--- src/rtl/mblk_pkg.sv ---
package mblk_pkg;
    localparam int unsigned CODE_W = 4;

    typedef enum logic {
        ACC_CSW = 1'b0,
        ACC_TMR = 1'b1
    } acc_e;
endpackage

--- src/rtl/mblk_lock.sv ---
module mblk_lock
    import mblk_pkg::*;
#(
    parameter int unsigned IDX_W = 4
) (
    input  logic             clk,
    input  logic             rst_n,
    input  logic             rd_valid,
    input  acc_e             rd_kind,
    input  logic [IDX_W-1:0] rd_idx,
    input  logic             rd_busy,
    output logic             lock_v,
    output logic [IDX_W-1:0] lock_idx
);
    typedef struct packed {
        logic             v;
        logic [IDX_W-1:0] idx;
    } lock_t;

    lock_t lock_d, lock_q;

    always_comb begin
        lock_d = lock_q;
        if (rd_valid) begin
            if (rd_kind == ACC_TMR) begin
                lock_d.v = 1'b0;
            end else if (rd_busy) begin
                // a read that collides with a transfer releases but never sets
                lock_d.v = 1'b0;
            end else begin
                lock_d.v   = 1'b1;
                lock_d.idx = rd_idx;
            end
        end
    end

    always_ff @(posedge clk or negedge rst_n) begin
        if (!rst_n) lock_q <= '0;
        else        lock_q <= lock_d;
    end

    assign lock_v   = lock_q.v;
    assign lock_idx = lock_q.idx;
endmodule

--- src/rtl/mblk_arb.sv ---
module mblk_arb #(
    parameter int unsigned NUM_SMB = 2,
    parameter int unsigned IDX_W   = 4
) (
    input  logic                     clk,
    input  logic                     rst_n,
    input  logic [NUM_SMB-1:0]       req,
    input  logic [NUM_SMB*IDX_W-1:0] req_idx,
    input  logic                     lock_v,
    input  logic [IDX_W-1:0]         lock_idx,
    output logic [NUM_SMB-1:0]       grant,
    output logic [NUM_SMB-1:0]       defer,
    output logic                     wr_en,
    output logic [IDX_W-1:0]         wr_idx
);
    localparam int unsigned RANK_W = $clog2(NUM_SMB + 1);
    localparam int unsigned SEL_W  = (NUM_SMB > 1) ? $clog2(NUM_SMB) : 1;

    typedef struct packed {
        logic              v;
        logic [IDX_W-1:0]  idx;
        logic [RANK_W-1:0] rank;
    } rec_t;

    rec_t [NUM_SMB-1:0] rec_d, rec_q;

    logic [NUM_SMB-1:0] rec_ok;
    logic [NUM_SMB-1:0] fresh;
    logic [NUM_SMB-1:0] fresh_ok;

    genvar g;
    generate
        for (g = 0; g < NUM_SMB; g++) begin : g_slot
            assign rec_ok[g]   = rec_q[g].v && !(lock_v && rec_q[g].idx == lock_idx);
            assign fresh[g]    = req[g] && !rec_q[g].v;
            assign fresh_ok[g] = fresh[g] &&
                                 !(lock_v && req_idx[g*IDX_W +: IDX_W] == lock_idx);
        end
    endgenerate

    logic              pick_rec;
    logic              pick_new;
    logic [SEL_W-1:0]  rec_sel;
    logic [SEL_W-1:0]  new_sel;
    logic [RANK_W-1:0] best;
    logic [NUM_SMB-1:0] grant_c;
    logic [NUM_SMB-1:0] defer_c;

    // selection: oldest eligible record first, then lowest new request
    always_comb begin
        pick_rec = 1'b0;
        rec_sel  = '0;
        best     = '0;
        for (int i = 0; i < NUM_SMB; i++) begin
            if (rec_ok[i] && (!pick_rec || rec_q[i].rank < best)) begin
                pick_rec = 1'b1;
                rec_sel  = SEL_W'(i);
                best     = rec_q[i].rank;
            end
        end
        pick_new = 1'b0;
        new_sel  = '0;
        for (int i = 0; i < NUM_SMB; i++) begin
            if (!pick_rec && !pick_new && fresh_ok[i]) begin
                pick_new = 1'b1;
                new_sel  = SEL_W'(i);
            end
        end
        grant_c = '0;
        if (pick_rec)      grant_c[rec_sel] = 1'b1;
        else if (pick_new) grant_c[new_sel] = 1'b1;
        defer_c = fresh & ~grant_c;
    end

    logic [RANK_W-1:0] stay;
    logic [RANK_W-1:0] ncap;

    // record update: drop the served one, close rank gaps, append captures
    always_comb begin
        rec_d = rec_q;
        stay  = '0;
        ncap  = '0;
        for (int i = 0; i < NUM_SMB; i++) begin
            if (rec_q[i].v) begin
                if (pick_rec && rec_sel == SEL_W'(i)) begin
                    rec_d[i] = '0;
                end else begin
                    stay = stay + RANK_W'(1);
                    if (pick_rec && rec_q[i].rank > best)
                        rec_d[i].rank = rec_q[i].rank - RANK_W'(1);
                end
            end
        end
        for (int i = 0; i < NUM_SMB; i++) begin
            if (defer_c[i]) begin
                rec_d[i].v    = 1'b1;
                rec_d[i].idx  = req_idx[i*IDX_W +: IDX_W];
                rec_d[i].rank = stay + ncap;
                ncap          = ncap + RANK_W'(1);
            end
        end
    end

    always_ff @(posedge clk or negedge rst_n) begin
        if (!rst_n) rec_q <= '0;
        else        rec_q <= rec_d;
    end

    assign grant  = grant_c;
    assign defer  = defer_c;
    assign wr_en  = pick_rec || pick_new;
    assign wr_idx = pick_rec ? rec_q[rec_sel].idx : req_idx[new_sel*IDX_W +: IDX_W];
endmodule

--- src/rtl/mblk_lock_ctrl.sv ---
module mblk_lock_ctrl
    import mblk_pkg::*;
#(
    parameter int unsigned       NUM_BUF   = 16,
    parameter int unsigned       NUM_SMB   = 2,
    parameter logic [CODE_W-1:0] BUSY_CODE = 4'b0001,
    localparam int unsigned      IDX_W     = $clog2(NUM_BUF)
) (
    input  logic                     clk,
    input  logic                     rst_n,
    input  logic                     rd_valid,
    input  logic                     rd_kind,
    input  logic [IDX_W-1:0]         rd_idx,
    input  logic [CODE_W-1:0]        stored_code,
    output logic [CODE_W-1:0]        rd_code,
    input  logic                     xout_act,
    input  logic [IDX_W-1:0]         xout_idx,
    input  logic [NUM_SMB-1:0]       dlv_req,
    input  logic [NUM_SMB*IDX_W-1:0] dlv_idx,
    output logic [NUM_SMB-1:0]       dlv_grant,
    output logic [NUM_SMB-1:0]       dlv_defer,
    output logic                     wr_en,
    output logic [IDX_W-1:0]         wr_idx
);
    acc_e             kind;
    logic             lock_v;
    logic [IDX_W-1:0] lock_idx;
    logic             rd_busy;
    logic             csw_rd;

    assign kind   = acc_e'(rd_kind);
    assign csw_rd = rd_valid && (kind == ACC_CSW);

    mblk_arb #(
        .NUM_SMB (NUM_SMB),
        .IDX_W   (IDX_W)
    ) i_arb (
        .clk      (clk),
        .rst_n    (rst_n),
        .req      (dlv_req),
        .req_idx  (dlv_idx),
        .lock_v   (lock_v),
        .lock_idx (lock_idx),
        .grant    (dlv_grant),
        .defer    (dlv_defer),
        .wr_en    (wr_en),
        .wr_idx   (wr_idx)
    );

    // a buffer is busy when it is written or moved out in this very cycle
    assign rd_busy = (wr_en && wr_idx == rd_idx) || (xout_act && xout_idx == rd_idx);

    mblk_lock #(
        .IDX_W (IDX_W)
    ) i_lock (
        .clk      (clk),
        .rst_n    (rst_n),
        .rd_valid (rd_valid),
        .rd_kind  (kind),
        .rd_idx   (rd_idx),
        .rd_busy  (rd_busy),
        .lock_v   (lock_v),
        .lock_idx (lock_idx)
    );

    assign rd_code = (csw_rd && rd_busy) ? BUSY_CODE : stored_code;
endmodule

--- config.mk ---
export PLATFORM = sky130hd
export DESIGN_NAME = mblk_lock_ctrl
export DESIGN_NICKNAME = d
export VERILOG_FILES = /design/src/rtl/mblk_pkg.sv /design/src/rtl/mblk_lock.sv /design/src/rtl/mblk_arb.sv /design/src/rtl/mblk_lock_ctrl.sv
export SDC_FILE = /design/constraint.sdc
export NUM_CORES = 1
export LEC_CHECK = 0
export BUFFER_PORTS_ARGS = -buffer_cell sky130_fd_sc_hd__buf_2
export CAP_MARGIN = 20
export CORE_UTILIZATION = 53
export DETAILED_ROUTE_END_ITERATION = 8
export PLACE_DENSITY = 0.86
export SYNTH_ARGS = -nofsm -noshare
export SYNTH_HDL_FRONTEND = slang
export SYNTH_HIERARCHICAL = 1
export SYNTH_SLANG_ARGS = --single-unit
--- constraint.sdc ---
create_clock -name clk -period 4.1 [get_ports clk]
set_input_delay 0.205 -clock clk [delete_from_list [all_inputs] [get_ports clk]]
set_output_delay 0.205 -clock clk [all_outputs]
set_load 0.03 [all_outputs]
==> qor.yml, run 1 <==
status: "finished, final reports clean"
io_buffers: 39
die_w_um: 57.53
arrival_ns: 4.09
fp.dieH_um: 57.53
avgSynthCellArea_sq_um: 9.232
whs_ns: 0.1412
cts_tree: "done"
slew-limit-headroom_pct: 70.29
first_pass_iters: 4
clockRootBuffer: "clkbuf_4"
syn2layout_area_growth_pct: 18.15
grt_max_degree: 20
gp_congestion: 0.9459
synthCells: 177
drc_errors: 0
antennaDiodeCount: 0
p_total_mw: 1.641
synth_area_sq_mm: 0.001634
placedInstanceArea_sq_mm: 0.001853
start_util_pct: 57.76
via_per_inst: 5.937
rows: 19
ys_warn_count: 6
utilization_pct: 68.24
powerDensity_mw_per_mm2: 849.9
hp-class: "in -> reg"
tightest_slew_ns: 0.4456
synth-edff-count: 0
synth_seq_cells: 19
dieArea_sq_mm: 0.003309
maxCapViolations: 0
syn-num-nets: 211
crit_type: "reg -> reg"
cp.required_ns: 4.31
clock_sinks: 19
max_clock_freq_mhz: 257.7
setup_violations: 0
dominantRegCellSynth: "dfrtp_1"
cts.clk_slew.worst_paths_ns: 0.13
rr_startpoint: "i_lock/lock_idx[1]$_DFFE_PN0P_"
cts_buffer_depth: 2
hold_start: "dlv_idx[6]"
core-area_sq_mm: 0.002829
startpoint_type: "flip-flop"
period_needed_ns: 3.881
finClkSkew_ns: 0.01010
grt_pass1_vias: 1392
startpoint: "i_lock/lock_idx[1]$_DFFE_PN0P_"
cts-htree-levels: 1
crit_fanout: 6
maxSlewViolCount: 0
final_cell_area_sq_mm: 0.001931
cts_buffers: 3
clock_latency_ns: 0.32
io_pins: 40
antenna_found_initial: 0
ys_seq_area_share_pct: 29.10
ys_types: 47
synthArstFlopShare_pct: 100.0
wirelength_mm: 4.101
wire_per_inst_um: 16.15
leakagePower_nw: 0.9030
drtAntennaViolNets: 0
dpl.hpwl_mm: 3.187
hold_viol_final: 0
fin_crit_sh_pct: 94.65
overflow: 0
layout-drive-gt1-share_pct: 33.63
final_nets: 258
peakVddDrop_mv: 0.4821
groute.usage.overall_pct: 26.50
vias: 1508
end_kind: "flip-flop"
grt_pass1_wl_mm: 6.624
drt-initial-drc-count: 44
[cells in the mapped netlist (2+ instances only)]
| library cell | number | area share (%) |
|---|---|---|
| and2_1 | 3 | 1.1 |
| nand2b_1 | 2 | 0.77 |
| nand2_1 | 18 | 4.1 |
| inv_1 | 8 | 1.8 |
| nor2_1 | 3 | 0.69 |
| a221oi_1 | 3 | 1.6 |
| mux2i_1 | 5 | 3.1 |
| a21o_1 | 2 | 0.92 |
| nor2b_1 | 5 | 1.9 |
| a32oi_1 | 2 | 1.1 |
| buf_2 | 2 | 0.61 |
| a21oi_1 | 10 | 3.1 |
| a22o_1 | 4 | 2.1 |
| o21ai_0 | 5 | 1.5 |
| a21o_2 | 3 | 1.6 |
| a21oi_2 | 3 | 1.6 |
| xor2_1 | 12 | 6.4 |
| dfrtp_1 | 19 | 29 |
| or2_2 | 2 | 0.77 |
| o22ai_1 | 4 | 1.5 |
| nand3_1 | 6 | 1.8 |
| nor3_1 | 2 | 0.61 |
| o211ai_1 | 5 | 2.3 |
| xnor2_1 | 12 | 6.4 |
| o21ai_2 | 4 | 2.1 |
| buf_6 | 2 | 1.4 |
| mux2_2 | 4 | 2.8 |
| ha_1 | 7 | 5.4 |
| nor3_2 | 2 | 1.2 |
[layout by cell type, fill, tap and decap left out, types with 2 or more instances in the layout]
cell / n
a21o_1: 2
a21o_2: 3
a21oi_1: 10
a21oi_2: 2
a221oi_1: 3
a22o_1: 4
a32oi_1: 2
and2_1: 3
buf_2: 39
buf_4: 7
clkbuf_4: 3
dfrtp_1: 19
ha_1: 7
inv_1: 8
mux2_2: 4
mux2i_1: 5
nand2_1: 18
nand2b_1: 2
nand3_1: 6
nor2_1: 3
nor2b_1: 5
nor3_1: 2
nor3_2: 2
o211ai_1: 5
o21ai_0: 5
o21ai_2: 4
o22ai_1: 4
or2_2: 2
xnor2_1: 12
xor2_1: 12
[final timing paths]
| check | endpoint | slack (ns) | cells past startpoint |
|---|---|---|---|
| worst min register to register | i_arb/rec_q[5]$_DFFE_PN0P_ | 0.58 | 1 |
| worst min-delay path | i_arb/rec_q[11]$_DFFE_PN0P_ | 0.14 | 3 |
| max in group asynchronous | i_arb/rec_q[13]$_DFF_PN0_ | 3.44 | 2 |
| worst max-delay path | i_lock/lock_idx[0]$_DFFE_PN0P_ | 0.22 | 15 |
| min in group asynchronous | i_arb/rec_q[6]$_DFF_PN0_ | 0.34 | 2 |
| worst max register to register | i_lock/lock_idx[0]$_DFFE_PN0P_ | 0.22 | 15 |
[what timing repair did]
| item | in CTS | in global routing |
|---|---|---|
| gates resized for setup | 0 | 1 |
| setup buffers | 0 | 4 |
| hold buffers | 1 | 0 |
| hold endpoints to repair | 19 | 0 |
| setup endpoints to repair | 0 | 9 |
[critical path: stages, from the launching register on]
cell and delay, ns:
dfrtp_1 0.44, xor2_1 0.29, nor3_4 0.11, a21oi_4 0.23
nand2_1 0.10, ha_1 0.29, a21oi_1 0.18, o211ai_1 0.22
nand2_1 0.23, o22ai_1 0.12, a21oi_1 0.24, xor2_1 0.21
nor3_2 0.10, a32o_1 0.29, nor3b_4 0.35, mux2_2 0.38
[per-stage QoR]
| step | setup TNS (ns) | std cells | setup WS, ns |
|---|---|---|---|
| 4_1_cts | 0 | 250 | 0.04478 |
| 6_report | 0 | 254 | 0.2192 |
| 5_1_grt | -0.01998 | 254 | -0.01307 |
| 3_3_place_gp | 0 | 245 | 0.1843 |
| 2_1_floorplan | 0 | 177 | 0.08583 |
| 3_5_place_dp | 0 | 245 | 0.07246 |
[power breakdown]
group | switching [mW] | internal [mW] | total [mW]
registers | 0.101 | 0.269 | 0.370
logic | 0.712 | 0.453 | 1.16
clock network | 0.0686 | 0.0373 | 0.106
total | 0.882 | 0.759 | 1.64
[final cells by class]
type	count	area (sq um)
inverters	9	33.78
multi-input cells	144	1095
clock inverters	1	7.507
repair buffers	47	257.7
flip-flops and latches	19	475.5
clock buffers	3	22.52
well taps	31	38.79
fillers	232	898.4
[sequential cells by signal, indices dropped and copies added (netlist names)]
name,cells
i_lock/lock_idx,4
i_arb/rec_q,14
i_lock/lock_v,1
[cells by family (layout without fill, tap and decap cells)]
| logic type | after synthesis | count (layout) | share of synthesized area, % |
|---|---|---|---|
| flip-flops | 19 | 19 | 29.10 |
| XOR/XNOR | 24 | 24 | 12.86 |
| buffers and inverters | 14 | 60 | 4.364 |
| AND/OR/NAND/NOR | 50 | 50 | 17.54 |
| AO/OA/AOI/OAI | 53 | 53 | 24.04 |
| adder cells (fa/ha/maj) | 7 | 7 | 5.360 |
| multiplexers | 10 | 10 | 6.738 |
[layer usage]
metal / share of wire (%) / GRT usage (%) / vias to the layer above
li1: - / - / 738
met1: 46 / 35.73 / 715
met2: 47 / 42.19 / 45
met3: 5.0 / 6.122 / 10
met4: 1.8 / 8.362 / 0
met5: 0 / 0 / -
Note: power is estimated with default switching activity, not from simulation.
==> run 2: changes to the inputs <==
--- a/config.mk
+++ b/config.mk
@@ -5,11 +5,13 @@
 export SDC_FILE = /design/constraint.sdc
 export NUM_CORES = 1
 export LEC_CHECK = 0
+export ABC_AREA = 1
 export BUFFER_PORTS_ARGS = -buffer_cell sky130_fd_sc_hd__buf_2
 export CAP_MARGIN = 20
-export CORE_UTILIZATION = 53
+export CORE_MARGIN = 2
+export CORE_UTILIZATION = 55
 export DETAILED_ROUTE_END_ITERATION = 8
-export PLACE_DENSITY = 0.86
+export PLACE_DENSITY = 0.88
 export SYNTH_ARGS = -nofsm -noshare
 export SYNTH_HDL_FRONTEND = slang
 export SYNTH_HIERARCHICAL = 1
==> run 2 against run 1 <==
Net effect:
- via count up 18%
- sequential share of layout area down 1.4 points
- cell count up 34%
- register-to-register slack better by 0.38 ns
- design area up 5.9%
- die area up 15%
- worst hold slack better by 0.032 ns
==> qor.yml, run 2 <==
fin_crit_sh_pct: 89.68  # -5.0 points
ys_seq_area_share_pct: 25.97  # -3.1 points
synthCells: 259  # +46%
r2r_slack_ns: 0.60  # +0.38 ns
startpoint_type: "flip-flop"
clock_sinks: 19  # unchanged
yosys.area.top_type_share_pct: 25.97  # -3.1 points
cts.clk_slew.worst_paths_ns: 0.11  # -0.02 ns
rr_startpoint: "i_lock/lock_idx[0]$_DFFE_PN0P_"
hold_start: "dlv_idx[6]"
clockRootBuffer: "clkbuf_4"
p_total_mw: 1.610  # -1.9%
leakagePower_nw: 1.134  # +26%
cp.required_ns: 3.89  # -0.42 ns
drc_errors: 0  # unchanged
dieArea_sq_mm: 0.003806  # +15%
period_needed_ns: 3.677  # -0.2038 ns
die_w_um: 61.69  # +7.2%
ys_warn_count: 6  # unchanged
tightest_slew_ns: 0.5173  # +0.07176 ns
maxSlewViolCount: 0  # unchanged
first_pass_iters: 4  # unchanged
gp_congestion: 0.8586  # -9.2%
cts_buffers: 3  # unchanged
core-area_sq_mm: 0.003103  # +9.7%
worst-r2r-cell-count: 24  # +9
placedInstanceArea_sq_mm: 0.002007  # +8.3%
crit_type: "reg -> out"
cts_buffer_depth: 2  # unchanged
synth_largest_area_cell: "dfrtp_1"
final_nets: 332  # +29%
grt_pass1_vias: 1531  # +10%
hold_viol_final: 0  # unchanged
peakVddDrop_mv: 0.4808  # -0.26%
grt_pass1_wl_mm: 7.072  # +6.8%
maxCapViolations: 0  # unchanged
synth_area_sq_mm: 0.001831  # +12%
postCtsSetupBuffers: 0  # unchanged
largest-register: "i_arb/rec_q"
groute.usage.overall_pct: 25.00  # -1.5 points
max_clock_freq_mhz: 272.0  # +5.5%
fin_setup_tns_ns: 0  # unchanged
vias: 1782  # +18%
rows: 20  # +1
layout-drive-gt1-share_pct: 29.29  # -4.3 points
cts_tree: "done"
holdPathStages: 3  # unchanged
final_cell_mix: "nand2_1, inv_1, buf_2, nand3_1, dfrtp_1"
start_util_pct: 58.99  # +1.2 points
crit_fanout: 11  # +5
arrival_ns: 3.47  # -0.62 ns
end_kind: "output pin"
fillers: 296  # +28%
synth_seq_cells: 19  # unchanged
io_buffers: 39  # unchanged
rsz0062_at_grt: "false"
area.sequential_sq_um: 475.5  # unchanged
dpl.hpwl_mm: 3.555  # +12%
syn-num-nets: 293  # +39%
grt_max_degree: 22  # +10%
final_cell_area_sq_mm: 0.002044  # +5.9%
multi_input_area_sq_mm: 0.001091  # -0.34%
avgSynthCellArea_sq_um: 7.068  # -23%
overflow: 0  # unchanged
slew-limit-headroom_pct: 65.49  # -4.8 points
setup_violations: 0  # unchanged
finClkSkew_ns: 0.005338  # -0.004764 ns
wire_per_inst_um: 12.72  # -21%
clock_latency_ns: 0.30  # -0.02 ns
dominantRegCellSynth: "dfrtp_1"
synthArstFlopShare_pct: 100.0  # unchanged
powerDensity_mw_per_mm2: 787.5  # -7.3%
wirelength_mm: 4.339  # +5.8%
syn2layout_area_growth_pct: 11.69
antennaDiodeCount: 0  # unchanged
status: "finished, final reports clean"
largest_reg_flops: 14  # unchanged
drtAntennaViolNets: 0  # unchanged
synth_commonest_cells: "nand2_1, inv_1, nand3_1"
hold_end: "i_arb/rec_q[11]$_DFFE_PN0P_"
yosysMostFrequentCell: "nand2_1"
drt-initial-drc-count: 140  # +220%
via_per_inst: 5.226  # -12%
final_common_cell: "nand2_1"
cts-htree-levels: 1  # unchanged
synth.area.top_cells: "dfrtp_1, nand2_1, inv_1"
r2r-end: "i_arb/rec_q[8]$_DFFE_PN0P_"
antenna_found_initial: 0  # unchanged
fp.dieH_um: 61.69  # +7.2%
ys_types: 32  # -32%
hp-class: "in -> reg"
io_pins: 40  # unchanged
synth-edff-count: 0  # unchanged
-- run 2: cell count changes after synthesis, moves of 5 or more --
cell,before,now
nand2_1,18,60
o21ai_2,4,9
nand3_1,6,20
o21ai_1,1,10
xor2_1,12,3
inv_2,1,8
nor2b_1,5,0
mux2i_1,5,0
inv_1,8,41
nand2_2,0,12
nor2_1,3,16
-- run 2: area by class of cell --
cell class	count	share of cell area, %
multi-input cells	184	53.37
flip-flops and latches	19	23.26
repair buffers	40	10.04
inverters	50	9.302
well taps	44	2.693
clock buffers	3	1.102
clock inverters	1	0.2448
-- run 2: worst max path at each step --
stage	start	end	cells after the start
after floorplan	i_lock/lock_idx[2]$_DFFE_PN0P_	rd_code[1]	19
after detailed placement	i_lock/lock_idx[3]$_DFFE_PN0P_	i_arb/rec_q[8]$_DFFE_PN0P_	24
after global placement	i_lock/lock_idx[3]$_DFFE_PN0P_	i_arb/rec_q[8]$_DFFE_PN0P_	24
after global routing	i_lock/lock_idx[0]$_DFFE_PN0P_	rd_code[1]	23
after CTS	i_lock/lock_idx[0]$_DFFE_PN0P_	rd_code[2]	23
final	i_lock/lock_idx[0]$_DFFE_PN0P_	rd_code[2]	23
-- run 2: report_power, final --
| part | leakage [nW] | internal [mW] | switching, mW | total [mW] |
|---|---|---|---|---|
| logic | 0.872 | 0.385 | 0.765 | 1.15 |
| clock network | 0.0177 | 0.0364 | 0.0602 | 0.0966 |
| registers | 0.244 | 0.260 | 0.102 | 0.363 |
-- run 2: worst max-delay path, stage by stage (launching register included) --
cell	delay (ns)
dfrtp_1	0.51
inv_2	0.08
nand2_1	0.07
nand3_1	0.10
nor2_2	0.11
nand2_2	0.07
nand2_2	0.09
inv_1	0.09
nand2_1	0.09
ha_1	0.22
nand2_1	0.08
nand2_2	0.06
o21bai_2	0.42
inv_1	0.16
nand2_1	0.13
o211ai_2	0.12
inv_1	0.07
nand2_1	0.04
nand2_1	0.06
nor2_1	0.04
nand3_1	0.08
nand2_2	0.10
a21oi_1	0.14
buf_2	0.21
-- run 2: cell families after synthesis --
group,Yosys count,share of synthesized area [%]
adder cells (fa/ha/maj),7,4.784
AND/OR/NAND/NOR,123,32.88
AO/OA/AOI/OAI,42,16.20
XOR/XNOR,12,5.742
buffers and inverters,56,14.42
flip-flops,19,25.97
-- run 2: metrics by stage --
| stage | cells | setup slack (ns) | hold slack, ns | utilization, % |
|---|---|---|---|---|
| global placement | 336 | 0.8367 | 0.1690 | 64.68 |
| CTS | 341 | 0.4880 | 0.1641 | 65.89 |
| global route | 341 | 0.1550 | 0.1727 | 65.89 |
| detailed placement | 336 | 0.7053 | 0.1738 | 64.68 |
| finish | 341 | 0.4231 | 0.1731 | 65.89 |
| floorplan | 259 | 0.7517 | -0.09059 | - |
-- run 2: what timing repair did --
action	in CTS	in global routing
hold endpoints to repair	19	0
gates resized for setup	0	0
hold buffers	1	0
-- run 2: per-layer routing --
metal,GRT usage [%],wire length [um],vias up
li1,-,-,907
met1,37.84,2040,823
met2,37.59,2060,48
met3,4.762,202,4
met4,4.255,36,0
met5,0,0,-
==> run 3: changes to the inputs <==
--- a/config.mk
+++ b/config.mk
@@ -8,8 +8,10 @@
 export ABC_AREA = 1
 export BUFFER_PORTS_ARGS = -buffer_cell sky130_fd_sc_hd__buf_2
 export CAP_MARGIN = 20
-export CORE_MARGIN = 2
-export CORE_UTILIZATION = 55
+export CELL_PAD_IN_SITES_DETAIL_PLACEMENT = 0
+export CELL_PAD_IN_SITES_GLOBAL_PLACEMENT = 1
+export CORE_MARGIN = 10
+export CORE_UTILIZATION = 39
 export DETAILED_ROUTE_END_ITERATION = 8
 export PLACE_DENSITY = 0.88
 export SYNTH_ARGS = -nofsm -noshare
==> run 3 against run 2 <==
Net effect:
- sequential cell count stayed put
- clock skew increased by 0.0030 ns
- die area grew 110%
- sequential power about the same
- core utilization is 19 points lower
- highest routed layer unchanged
- largest power group unchanged
- clock-buffer cell count grew 1
- critical path depth unchanged
- critical path type unchanged
==> qor.yml, run 3 (same netlist as run 2, synthesis figures left out) <==
fin_setup_tns_ns: 0  # unchanged
layout-drive-gt1-share_pct: 28.96  # -0.34 points
leakagePower_nw: 1.139  # +0.44%
cts-htree-levels: 1  # unchanged
maxSlewViolCount: 0  # unchanged
internal_power_uw: 716.2  # +5.0%
r2r_slack_ns: 0.71  # +0.11 ns
io_buffers: 39  # unchanged
ctsResizeCount: 0  # unchanged
dpl.hpwl_mm: 3.963  # +11%
worst-r2r-cell-count: 24  # unchanged
drtAntennaViolNets: 0  # unchanged
peakVddDrop_mv: 0.3179  # -34%
startpoint_type: "flip-flop"
postCtsSetupBuffers: 0  # unchanged
groute.usage.overall_pct: 12.79  # -12 points
rows: 24  # +20%
via_per_inst: 4.905  # -6.1%
largest-register: "i_arb/rec_q"
end_kind: "output pin"
wirelength_mm: 4.787  # +10%
hold_viol_final: 0  # unchanged
cp_cell_sequence: "inv_2 > nand2_1 > nand3_1 > nor2_2 > nand2_2 > nand2_2 > inv_1 > nand2_1 > ha_1 > nand2_1 > nand2_2 > o21bai_2 > inv_1 > nand2_1 > o211ai_2 > inv_1 > nand2_1 > nand2_1 > nor2_1 > nand3_1 > nand2_2 > a21oi_1 > buf_2"
dieArea_sq_mm: 0.007834  # +110%
setup_violations: 0  # unchanged
hold_start: "dlv_idx[6]"
antennaDiodeCount: 0  # unchanged
crit_top_cell: "nand2_1"
hp-class: "in -> reg"
cpPeakStageDelay_ns: 0.52  # about the same
switching_share_pct: 56.47  # -1.2 points
fillers: 480  # +62%
clock_latency_ns: 0.27  # -0.03 ns
final_cell_mix: "nand2_1, inv_1, buf_2, nand3_1, dfrtp_1"
status: "finished, final reports clean"
holdPathStages: 3  # unchanged
start_util_pct: 41.19  # -18 points
arrival_ns: 3.36  # -0.11 ns
r2r-end: "i_arb/rec_q[8]$_DFFE_PN0P_"
vias: 1712  # -3.9%
finClkSkew_ns: 0.008372  # +0.003034 ns
core-area_sq_mm: 0.004444  # +43%
tightest_slew_ns: 0.4977  # -0.01968 ns
fp.dieH_um: 88.51  # +43%
p_seq_share_pct: 22.0  # -0.5 points
largest_reg_flops: 14  # unchanged
wire_per_inst_um: 13.72  # +7.8%
period_needed_ns: 3.567  # -0.1099 ns
cp.required_ns: 3.89  # about the same
cts_tree: "done"
clockRootBuffer: "clkbuf_8"
dp_slack_ns: 0.7326  # +0.02734 ns
antenna_found_initial: 0  # unchanged
first_pass_iters: 4  # unchanged
maxCapViolations: 0  # unchanged
hold_buffers: 1  # unchanged
setup_ws_ns: 0.5330  # +0.1099 ns
rr_startpoint: "i_lock/lock_idx[0]$_DFFE_PN0P_"
drc_errors: 0  # unchanged
clock_sinks: 19  # unchanged
crit_type: "reg -> out"
rsz0062_at_grt: "false"
grt_pass1_vias: 1633  # +6.7%
slew-limit-headroom_pct: 66.80  # +1.3 points
crit_fanout: 11  # unchanged
syn2layout_area_growth_pct: 13.19
powerDensity_mw_per_mm2: 794.2  # +0.85%
cts_buffers: 3  # unchanged
clkPwrFrac_pct: 8.2  # +2.2 points
grt_pass1_wl_mm: 7.955  # +12%
io_pins: 40  # unchanged
final_nets: 332  # unchanged
overflow: 0  # unchanged
grt_max_degree: 22  # unchanged
final_common_cell: "nand2_1"
p_sw_uw: 929.3  # +0.13%
die_w_um: 88.51  # +43%
fin_crit_sh_pct: 87.00  # -2.7 points
cts_buffer_depth: 2  # unchanged
max_clock_freq_mhz: 280.3  # +3.1%
hold_end: "i_arb/rec_q[11]$_DFFE_PN0P_"
combPwrFrac_pct: 69.8  # -1.7 points
drt-initial-drc-count: 127  # -9.3%
cts.clk_slew.worst_paths_ns: 0.08  # -0.03 ns
cp_slowest_cell: "dfrtp_1"
gp_congestion: 0.9004  # +4.9%
==> run 3: changes by cell type in the layout (fill, tap and decap cells not counted) <==
cell and delta:
clkbuf_4 -3, clkinv_2 -1, clkbuf_1 +1, clkbuf_8 +3
==> run 3: power groups by stage <==
stage,sequential (mW),clock [mW],combinational (mW)
2_1_floorplan,0.325,0,0.999
3_5_place_dp,0.363,0,1.15
4_1_cts,0.360,0.142,1.16
3_3_place_gp,0.364,0,1.15
5_1_grt,0.376,0.147,1.29
6_report,0.363,0.135,1.15
==> run 3: worst max-delay path, delay by kind of cell (launching register included) <==
kind / cells / cell delay, ns
and+or+nand+nor: 14 / 1.07
AOI/OAI and AO/OA: 3 / 0.66
buffers and inverters: 5 / 0.61
DFF: 1 / 0.52
adders and majority gates: 1 / 0.23
==> run 3: cell type report <==
type / instances / area [sq um] / area share [%]
flip-flops and latches: 19 / 475.5 / 22.95
clock buffers: 4 / 45.04 / 2.174
multi-input cells: 184 / 1091 / 52.66
repair buffers: 40 / 205.2 / 9.903
well taps: 52 / 65.06 / 3.140
inverters: 50 / 190.2 / 9.179
==> run 3: how the worst max path moves through the flow <==
| stage | slack [ns] | start | to |
|---|---|---|---|
| 4_1_cts | 0.56 | i_lock/lock_idx[0]$_DFFE_PN0P_ | rd_code[0] |
| 5_1_grt | 0.22 | i_lock/lock_idx[0]$_DFFE_PN0P_ | rd_code[0] |
| 6_report | 0.53 | i_lock/lock_idx[0]$_DFFE_PN0P_ | rd_code[2] |
| 3_5_place_dp | 0.73 | i_lock/lock_idx[2]$_DFFE_PN0P_ | i_arb/rec_q[8]$_DFFE_PN0P_ |
| 2_1_floorplan | 0.75 | i_lock/lock_idx[2]$_DFFE_PN0P_ | rd_code[1] |
| 3_3_place_gp | 0.82 | i_lock/lock_idx[3]$_DFFE_PN0P_ | i_arb/rec_q[8]$_DFFE_PN0P_ |
==> run 3: per-layer routing <==
| layer | GRT usage, % | wire length [um] | part of all wire, % |
|---|---|---|---|
| met1 | 17.31 | 2301 | 48 |
| met2 | 19.69 | 2214 | 46 |
| met3 | 2.298 | 195 | 4.1 |
| met4 | 4.846 | 75 | 1.6 |
| met5 | 0 | 0 | 0 |
==> run 3: stage by stage <==
step	total power, mW	hold slack (ns)	utilization [%]	cells	cell area, sq um
5_1_grt	1.809	0.2432	46.62	349	2072
4_1_cts	1.660	0.2102	46.62	349	2072
3_3_place_gp	1.509	0.1827	45.38	344	2017
6_report	1.646	0.2233	46.62	349	2072
2_1_floorplan	1.324	-0.09059	-	259	1831
3_5_place_dp	1.517	0.1895	45.38	344	2017
